===== src/rtl/pwmc_pkg.sv =====
package pwmc_pkg;
  localparam int STRIDE_SH = 5;
  localparam logic [STRIDE_SH-1:0] OFS_DIV  = 5'h00;
  localparam logic [STRIDE_SH-1:0] OFS_LEN  = 5'h04;
  localparam logic [STRIDE_SH-1:0] OFS_DUTY = 5'h08;
  localparam logic [STRIDE_SH-1:0] OFS_RUN  = 5'h18;

  typedef enum logic [2:0] {
    FLD_NONE,
    FLD_DIV,
    FLD_LEN,
    FLD_DUTY,
    FLD_RUN
  } fld_e;
endpackage


===== src/rtl/pwmc_regdec.sv =====
module pwmc_regdec
  import pwmc_pkg::*;
#(
  parameter int NCH    = 4,
  parameter int ADDR_W = 8,
  localparam int CH_W  = (NCH > 1) ? $clog2(NCH) : 1
) (
  input  logic [ADDR_W-1:0] addr,
  output logic              hit,
  output logic [CH_W-1:0]   ch,
  output fld_e              fld
);
  logic in_range;
  logic ch_ok;

  assign in_range = (addr[ADDR_W-1:STRIDE_SH+CH_W] == '0);
  assign ch       = addr[STRIDE_SH +: CH_W];
  assign ch_ok    = (int'(ch) < NCH);

  always_comb begin
    unique case (addr[STRIDE_SH-1:0])
      OFS_DIV:  fld = FLD_DIV;
      OFS_LEN:  fld = FLD_LEN;
      OFS_DUTY: fld = FLD_DUTY;
      OFS_RUN:  fld = FLD_RUN;
      default:  fld = FLD_NONE;
    endcase
  end

  assign hit = in_range && ch_ok && (fld != FLD_NONE);
endmodule


===== src/rtl/pwmc_timebase.sv =====
module pwmc_timebase #(
  parameter int PRE_W = 8,
  parameter int MOD_W = 8
) (
  input  logic             clk,
  input  logic             rst_n,
  input  logic             clr,
  input  logic             run,
  input  logic [PRE_W-1:0] div,
  input  logic [MOD_W-1:0] len,
  output logic [MOD_W-1:0] cnt,
  output logic             wrap
);
  logic [PRE_W-1:0] pc;
  logic             step;
  logic             last;

  assign step = run && (pc == div);
  assign last = (cnt == len - MOD_W'(1));
  assign wrap = step && last;

  always_ff @(posedge clk) begin
    if (!rst_n || clr) begin
      pc  <= '0;
      cnt <= '0;
    end else if (run) begin
      if (step) begin
        pc  <= '0;
        cnt <= last ? '0 : cnt + MOD_W'(1);
      end else begin
        pc <= pc + PRE_W'(1);
      end
    end
  end


  cnt_in_len_chk: assert property (@(posedge clk) disable iff (!rst_n)
    (run && !clr) |=> (cnt < len || $changed(len)));
endmodule


===== src/rtl/pwmc_channel.sv =====
module pwmc_channel #(
  parameter int PRE_W  = 8,
  parameter int MOD_W  = 8,
  parameter int DUTY_W = 16
) (
  input  logic              clk,
  input  logic              rst_n,
  input  logic              we_div,
  input  logic              we_len,
  input  logic              we_duty,
  input  logic              we_run,
  input  logic [DUTY_W-1:0] wdata,
  output logic [PRE_W-1:0]  rb_div,
  output logic [MOD_W-1:0]  rb_len,
  output logic [DUTY_W-1:0] rb_duty,
  output logic              rb_run,
  output logic              pwm_o
);
  logic [PRE_W-1:0]  stg_div,  act_div;
  logic [MOD_W-1:0]  stg_len,  act_len;
  logic [DUTY_W-1:0] stg_duty, act_duty;
  logic              run_q, pend;
  logic              start, stop, ld, tb_run, wrap;
  logic [MOD_W-1:0]  cnt;

  assign start  = we_run && wdata[0] && !run_q;
  assign stop   = we_run && !wdata[0];
  assign tb_run = run_q && (act_len != '0);
  assign ld     = pend && (start ||
                  (run_q && !stop && ((act_len == '0) || wrap)));

  pwmc_timebase #(.PRE_W(PRE_W), .MOD_W(MOD_W)) tb_i (
    .clk  (clk),
    .rst_n(rst_n),
    .clr  (start || stop),
    .run  (tb_run),
    .div  (act_div),
    .len  (act_len),
    .cnt  (cnt),
    .wrap (wrap)
  );

  always_ff @(posedge clk) begin
    if (!rst_n) begin
      stg_div  <= '0;
      stg_len  <= '0;
      stg_duty <= '0;
      act_div  <= '0;
      act_len  <= '0;
      act_duty <= '0;
      run_q    <= 1'b0;
      pend     <= 1'b0;
    end else begin
      if (ld) begin
        act_div  <= stg_div;
        act_len  <= stg_len;
        act_duty <= stg_duty;
      end
      if (we_div)  stg_div  <= wdata[PRE_W-1:0];
      if (we_len)  stg_len  <= wdata[MOD_W-1:0];
      if (we_duty) stg_duty <= wdata;
      if (start)      run_q <= 1'b1;
      else if (stop)  run_q <= 1'b0;
      if (we_duty)    pend <= 1'b1;
      else if (ld)    pend <= 1'b0;
    end
  end

  assign pwm_o   = run_q && (act_len != '0) && (DUTY_W'(cnt) < act_duty);
  assign rb_div  = stg_div;
  assign rb_len  = stg_len;
  assign rb_duty = stg_duty;
  assign rb_run  = run_q;


  stop_low_chk: assert property (@(posedge clk) disable iff (!rst_n)
    stop |=> !pwm_o);


  act_hold_chk: assert property (@(posedge clk) disable iff (!rst_n)
    !ld |=> ($stable(act_div) && $stable(act_len) && $stable(act_duty)));


  idle_len_chk: assert property (@(posedge clk) disable iff (!rst_n)
    (act_len == '0) |-> (cnt == '0 && !pwm_o));
endmodule


===== src/rtl/pwm_commit_bank.sv =====
module pwm_commit_bank
  import pwmc_pkg::*;
#(
  parameter int NCH    = 4,
  parameter int ADDR_W = 8,
  parameter int DATA_W = 32,
  parameter int PRE_W  = 8,
  parameter int MOD_W  = 8,
  parameter int DUTY_W = 16
) (
  input  logic              clk,
  input  logic              rst_n,
  input  logic              bus_wr,
  input  logic              bus_rd,
  input  logic [ADDR_W-1:0] bus_addr,
  input  logic [DATA_W-1:0] bus_wdata,
  output logic [DATA_W-1:0] bus_rdata,
  output logic [NCH-1:0]    pwm_out
);
  localparam int CH_W = (NCH > 1) ? $clog2(NCH) : 1;

  logic            hit;
  logic [CH_W-1:0] ch;
  fld_e            fld;
  logic [NCH-1:0]  wr_sel;
  logic [DATA_W-1:0] w_div [NCH];
  logic [DATA_W-1:0] w_len [NCH];
  logic [DATA_W-1:0] w_duty[NCH];
  logic [DATA_W-1:0] w_run [NCH];
  logic [DATA_W-1:0] rd_val;
  logic              unused_hi;

  assign unused_hi = ^bus_wdata[DATA_W-1:DUTY_W];

  pwmc_regdec #(.NCH(NCH), .ADDR_W(ADDR_W)) dec_i (
    .addr(bus_addr),
    .hit (hit),
    .ch  (ch),
    .fld (fld)
  );

  for (genvar g = 0; g < NCH; g++) begin : g_ch
    logic [PRE_W-1:0]  rdiv;
    logic [MOD_W-1:0]  rlen;
    logic [DUTY_W-1:0] rduty;
    logic              rrun;

    assign wr_sel[g] = bus_wr && hit && (ch == CH_W'(g));

    pwmc_channel #(.PRE_W(PRE_W), .MOD_W(MOD_W), .DUTY_W(DUTY_W)) ch_i (
      .clk    (clk),
      .rst_n  (rst_n),
      .we_div (wr_sel[g] && fld == FLD_DIV),
      .we_len (wr_sel[g] && fld == FLD_LEN),
      .we_duty(wr_sel[g] && fld == FLD_DUTY),
      .we_run (wr_sel[g] && fld == FLD_RUN),
      .wdata  (bus_wdata[DUTY_W-1:0]),
      .rb_div (rdiv),
      .rb_len (rlen),
      .rb_duty(rduty),
      .rb_run (rrun),
      .pwm_o  (pwm_out[g])
    );

    assign w_div[g]  = DATA_W'(rdiv);
    assign w_len[g]  = DATA_W'(rlen);
    assign w_duty[g] = DATA_W'(rduty);
    assign w_run[g]  = DATA_W'(rrun);
  end

  always_comb begin
    rd_val = '0;
    if (hit) begin
      unique case (fld)
        FLD_DIV:  rd_val = w_div[ch];
        FLD_LEN:  rd_val = w_len[ch];
        FLD_DUTY: rd_val = w_duty[ch];
        FLD_RUN:  rd_val = w_run[ch];
        default:  rd_val = '0;
      endcase
    end
  end

  always_ff @(posedge clk) begin
    if (!rst_n)      bus_rdata <= '0;
    else if (bus_rd) bus_rdata <= rd_val;
  end


  one_target_chk: assert property (@(posedge clk) disable iff (!rst_n)
    $onehot0(wr_sel));


  unmapped_rd_chk: assert property (@(posedge clk) disable iff (!rst_n)
    (bus_rd && !hit) |=> (bus_rdata == '0));
endmodule


===== config.mk =====
export PLATFORM = sky130hd
export DESIGN_NAME = pwm_commit_bank
export DESIGN_NICKNAME = d
export VERILOG_FILES = /design/src/rtl/pwmc_pkg.sv /design/src/rtl/pwmc_regdec.sv /design/src/rtl/pwmc_timebase.sv /design/src/rtl/pwmc_channel.sv /design/src/rtl/pwm_commit_bank.sv
export SDC_FILE = /design/constraint.sdc
export NUM_CORES = 1
export LEC_CHECK = 0
export BUFFER_PORTS_ARGS = -buffer_cell sky130_fd_sc_hd__buf_2
export CORE_MARGIN = 4
export CORE_UTILIZATION = 25
export CTS_CLUSTER_DIAMETER = 60
export DETAILED_ROUTE_END_ITERATION = 12
export HOLD_SLACK_MARGIN = 0.05
export PLACE_DENSITY_LB_ADDON = 0.05
export SYNTH_ARGS = -nofsm -noshare
export SYNTH_HDL_FRONTEND = slang
export SYNTH_SLANG_ARGS = --single-unit
export TNS_END_PERCENT = 100

===== constraint.sdc =====
create_clock -name clk -period 4.4 [get_ports clk]
set_input_delay 0 -clock clk [delete_from_list [all_inputs] [get_ports clk]]
set_output_delay 0 -clock clk [all_outputs]
set_load 0.02 [all_outputs]

; ---- Yosys cells after proc, flatten, opt, wreduce, memory -nomap -nowiden
; Cells that the tools add are included.
[op_classes]
n_eq_ne = 18
n_mux = 39
n_addsub = 12
n_lt_le_gt_ge = 5
n_reduce_logical = 111
bitwise_logic = 2
[ops]
columns = operator, count
row1 = $mux 32, 9
row2 = $bmux 32 s2, 4
row3 = $pmux 32 s4, 1
row4 = $add 8x1->8 const B, 8
row5 = $eq 8x8->1, 8
row6 = $lt 8x16->1, 4
row7 = $mux 8, 8
row8 = $logic_and 1x1->1, 62
row9 = $logic_not 8->1, 4
row10 = $reduce_bool 8->1, 4
row11 = $sub 8x1->8 const B, 4
row12 = $logic_or 1x1->1, 16
row13 = $mux 1, 16
row14 = $reduce_bool 2->1, 8
row15 = $pmux 3 s4, 1
row16 = $logic_not 1->1, 10
row17 = $reduce_and 2->1, 4
row18 = $eq 3x2->1 const B, 2
row19 = $eq 5x3->1 const B, 1
row20 = $eq 5x4->1 const B, 1
row21 = $eq 5x5->1 const B, 1
row22 = $logic_not 5->1, 1
row23 = $eq 2x2->1 const B, 2
row24 = $eq 3x1->1 const B, 1
row25 = other kinds (7), 7
[word_totals]
out_inout_bits = 36
reg_bits = 360
word_cells = 228

; ---- Logic depth before layout (Yosys ltp)
[depth]
depth_word = 15
mapped_depth = 12
depth_no_buf = 9

; ---- Hierarchy
; A second synthesis with hierarchy kept.
[hier_totals]
hier_cells = 1908
area_unflattened_um2 = 17753.3
[by_module_without_submodules]
columns = module, instances, cells_each, area_per_inst_um2
row1 = pwmc_channel, 4, 288, 2834.0
row2 = pwmc_timebase, 4, 134, 1109.8
row3 = pwm_commit_bank, 1, 211, 1904.3
row4 = pwmc_regdec, 1, 9, 73.8

; ---- Worst setup path before layout
; No wires, ideal clock.
[synth_timing]
path_kind = register to register
start = register g_ch[3].ch_i.act_len[0]
end = register g_ch[3].ch_i.act_div[0]
t_arrival_ns = 2.472
required_ns = 4.328
setup_ns = 0.072
path_stages_with_launch = 11
path_slack_ns = 1.857
n_path_buf = 2
cell_sequence = dfxtp_1 inv_1 ha_1 clkbuf_1 xor2_1 or4b_4 a311oi_4 nand4_4 nand2_4 buf_12 mux2i_1
[synth_between]
elab_chain_len = 8
elab_cells_between_ends = 11
cone_classes = 1 x add/sub / 1 x eq/ne / 9 x reduce/logical
[synth_rtl]
columns = element, line_no
row1 = "start, declared", pwmc_channel.sv:20  ; logic [MOD_W-1:0] stg_len, act_len;
row2 = "start signal, assigned", pwmc_channel.sv:56  ; act_len <= stg_len;
row3 = "parallel branches: the longest is 4 deep, another holds $sub 8x1->8", n/a
row4 = $logic_or 1x1->1 *, pwmc_channel.sv:30  ; (run_q && !stop && ((act_len == '0) || wrap)));
row5 = $logic_and 1x1->1 *, pwmc_channel.sv:30
row6 = $logic_or 1x1->1 *, pwmc_channel.sv:29  ; assign ld = pend && (start ||
row7 = $logic_and 1x1->1 *, pwmc_channel.sv:29
row8 = "end signal, assigned", pwmc_channel.sv:55  ; act_div <= stg_div;
row9 = "end, declared", pwmc_channel.sv:19  ; logic [PRE_W-1:0] stg_div, act_div;
; Mark *: on every way between the ends.
; A chain may end at the register's enable or synchronous reset.

; ---- Final worst setup path
[layout_timing]
start = register g_ch[2].ch_i.act_len[2]
end = register g_ch[2].ch_i.act_duty[9]
[layout_between]
elab_chain_len = 8
elab_cells_between_ends = 11
cone_classes = 1 x add/sub / 1 x eq/ne / 9 x reduce/logical
[layout_rtl]
columns = element, line_no
row1 = "start, declared", pwmc_channel.sv:20
row2 = "start signal, assigned", pwmc_channel.sv:56
row3 = "parallel branches: the longest is 4 deep, another holds $sub 8x1->8", n/a
row4 = $logic_or 1x1->1 *, pwmc_channel.sv:30
row5 = $logic_and 1x1->1 *, pwmc_channel.sv:30
row6 = $logic_or 1x1->1 *, pwmc_channel.sv:29
row7 = $logic_and 1x1->1 *, pwmc_channel.sv:29
row8 = "end signal, assigned", pwmc_channel.sv:57  ; act_duty <= stg_duty;
row9 = "end, declared", pwmc_channel.sv:21  ; logic [DUTY_W-1:0] stg_duty, act_duty;
; Marks and branches as above.

==> results.py <==
metrics = {
    "global_routing": {
        "use_met1": 0.208,
        "met3_usage": 0.0325,
        "grt_max_degree": 123,
        "grt_use_met2": 0.251,
        "grt_pass1_vias": 13200,
        "antenna_found_initial": 6,
        "grt_use_total": 0.154,
        "grt_remaining_overflow": 0,
        "grt_pass1_wl_mm": 84.7,
        "top_usage_layer": "met2",
    },
    "placement": {
        "placed_cells": 2782,
        "io_buffers": 47,
        "dpl.hpwl_mm": 40.0,
        "place_area_um2": 17900,
        "dpl_worst_slack_ns": 1.09,
        "gp_congestion": 0.793,
    },
    "hold_path": {
        "whs_endpoint": "bus_rdata[0]",
        "hp-class": "input pin to flop",
        "hold_depth": 5,
        "min_from": "bus_addr[0]",
    },
    "layout": {
        "multi_input_area_um2": 9300,
        "area_growth_pct": 16.7,
        "final_cells": 2895,
        "nNetsFinal": 2066,
        "fillers": 7169,
        "regArea_um2": 6890,
        "post-route-cell-area_um2": 19700,
        "drive_gt1_frac": 0.104,
    },
    "die": {
        "core-area_um2": 67200,
        "fp.dieH_um": 268,
        "die_x_um": 268,
        "start_util": 0.252,
        "dieArea_um2": 71900,
        "rows": 95,
        "ioPinCount": 80,
    },
    "setup_path": {
        "crit_arrival_ns": 3.79,
        "crit_chain": "nor3_1 > nand2_1 > o21ai_0 > nand2_1 > o21ai_4 > buf_4 > mux2i_1",
        "regToRegEndpoint": "g_ch[2].ch_i.act_duty[9]",
        "cp.required_ns": 4.91,
        "endpoint_kind": "flop",
        "reg2reg_slack_ns": 1.12,
        "worst_path_most_repeated_cell": "nand2_1",
        "critPathSlowestCell": "o21ai_0",
        "reg2reg_depth": 7,
        "cpPeakStageDelay_ns": 0.72,
        "crit_type": "flop to flop",
        "crit_buf_inv": 1,
        "path_max_fanout": 17,
        "critical-path-top-delay-family": "compound AO/OA/AOI/OAI gates",
        "worst_setup_path_start_kind": "flop",
        "reg2reg_from": "g_ch[2].ch_i.act_len[2]",
    },
    "drt": {
        "dr_total_vias": 13400,
        "wl_per_cell_um": 19.1,
        "finalWirelength_mm": 55.3,
        "drcViolationCount": 0,
        "vias_per_cell": 4.64,
        "ant_nets": 0,
        "dr.pass1.iters": 7,
        "dr.first_iter.drc_count": 901,
    },
    "sta": {
        "fin_skew_ns": 0.0151,
        "finalSetupTns_ns": 0,
        "slew_headroom": 0.277,
        "finalWorstSetupSlack_ns": 1.12,
        "slew_viol_final": 0,
        "rsz0062_at_grt": "false",
        "setup_violations": 0,
        "fmax_mhz": 304,
        "period_needed_ns": 3.29,
        "hold_viol": 0,
        "worst_pin_slew_ns": 1.08,
        "holdWs_ns": 0.113,
        "period_share": 0.747,
    },
    "pwr": {
        "ir_drop_mv": 0.224,
        "power.density_nw_per_um2": 376,
        "p_leak_nw": 6.69,
    },
    "synthesis": {
        "synth_flop_cell": "dfxtp_1",
        "yosysWarnings": 0,
        "postSynthAreaPerCell_um2": 8.64,
        "synth_cell_types": 71,
        "seq_area_frac_synth": 0.407,
        "synth-edff-count": 0,
        "synth_cells": 1958,
        "synthArstFlopShare": 0,
        "synth_area_um2": 16900,
        "ys_ff_latch": 344,
    },
    "clock_network": {
        "cts_sinks": 344,
        "cts_tree": "built",
        "clk_pin_slew_ns": 0.06,
        "cts_made_buffers": 49,
        "cts_root_buf": "clkbuf_16",
        "postCtsResizedCells": 0,
        "cts_htree_levels": 2,
        "clock_latency_ns": 0.58,
        "clockBufferDepth": 3,
    },
    "flow_run": {
        "max_cap_violations": 0,
    },
    "outcome": {
        "status": "completed",
    },
}
[cell usage in the layout (no fill, tap or decap), drive strengths merged, types with 52 or more instances in the layout]
cell / instances
a21boi: 101
inv: 52
o21ai: 100
nand3: 101
xor2: 74
nor2: 102
buf: 67
nor2b: 60
clkbuf: 66
nand2: 447
mux2i: 110
dfxtp: 344
[sequential cells by signal, summed over array words and instances (netlist names)]
register and flops:
g_ch.ch_i.act_div 32, g_ch.ch_i.rb_div 32, g_ch.ch_i.pend 4, g_ch.ch_i.act_len 32, g_ch.ch_i.act_duty 64, g_ch.ch_i.rb_duty 64
bus_rdata 16, g_ch.ch_i.rb_len 32, g_ch.ch_i.rb_run 4, g_ch.ch_i.tb_i.pc 32, g_ch.ch_i.tb_i.cnt 32
[Yosys cell counts (all sizes together) (43+ instances only)]
cell	n	area [um^2]
nand2	447	1690
dfxtp	344	6890
mux2i	110	1100
nor2	102	395
a21boi	101	758
nand3	101	505
o21ai	100	504
clkbuf	88	330
xor2	74	648
nor2b	60	375
inv	46	173
ha	44	551
buf	43	314
[worst max path at each step]
stage / to / start / slack (ns) / cells past startpoint
2_1_floorplan: g_ch[3].ch_i.act_div[0] / g_ch[3].ch_i.act_len[0] / 1.86 / 10
3_3_place_gp: g_ch[1].ch_i.act_duty[0] / bus_addr[5] / 1.13 / 9
3_5_place_dp: g_ch[1].ch_i.act_duty[5] / bus_addr[5] / 1.09 / 9
4_1_cts: g_ch[2].ch_i.act_duty[9] / g_ch[2].ch_i.act_len[2] / 1.09 / 7
5_1_grt: g_ch[2].ch_i.act_duty[15] / g_ch[2].ch_i.act_len[2] / 0.88 / 7
6_report: g_ch[2].ch_i.act_duty[9] / g_ch[2].ch_i.act_len[2] / 1.12 / 7
[cells by family (layout without fill, tap and decap cells)]
family	Yosys count	count (layout)	share of synthesized area
compound gates	289	289	0.112
flops	344	344	0.407
mux	145	145	0.110
fa+ha+maj	44	44	0.0325
other cells	1	20	0.000222
buf+inv	177	222	0.0483
xor+xnor	114	114	0.0599
simple gates	844	844	0.229
[worst reg2reg max path: stages (launching register included)]
cell	delay (ns)
dfxtp_1	0.35
nor3_1	0.53
nand2_1	0.13
o21ai_0	0.72
nand2_1	0.20
o21ai_4	0.62
buf_4	0.43
mux2i_1	0.24
[what timing repair did]
| action | 4_1_cts | 5_1_grt |
|---|---|---|
| buffers inserted | 0 | 0 |
| endpoints found under the hold margin | 181 | 0 |
| hold buffers | 18 | 0 |
[cell type report]
class                           count  area share
Tap cell                          873      0.0553
Clock buffer                       66      0.0699
Antenna cell                        4    0.000507
Clock inverter                     25      0.0158
Timing Repair Buffer               85      0.0298
Inverter                           46     0.00875
Sequential cell                   344       0.349
Multi-Input combinational cell   1452       0.471
[per-layer routing]
| layer | wire length, um | vias up |
|---|---|---|
| met2 | 25300 | 191 |
| met5 | 13 | - |
| li1 | - | 6716 |
| met3 | 2510 | 83 |
| met1 | 26300 | 6447 |
| met4 | 1260 | 2 |
[where the power goes]
group	switching, mW	total, mW	leakage [nW]	internal, mW
Sequential	0.000396	3.12	2.77	3.12
Clock	1.57	4.08	0.823	2.51
Combinational	0.158	0.221	3.10	0.0630
[through the flow]
stage                      util  total power, mW
after floorplan               -             3.33
after global placement    0.266             3.40
after detailed placement  0.266             3.40
after CTS                 0.294             7.59
after global routing      0.294             7.72
final                     0.294             7.42
Note: power is estimated with default switching activity, not from simulation.
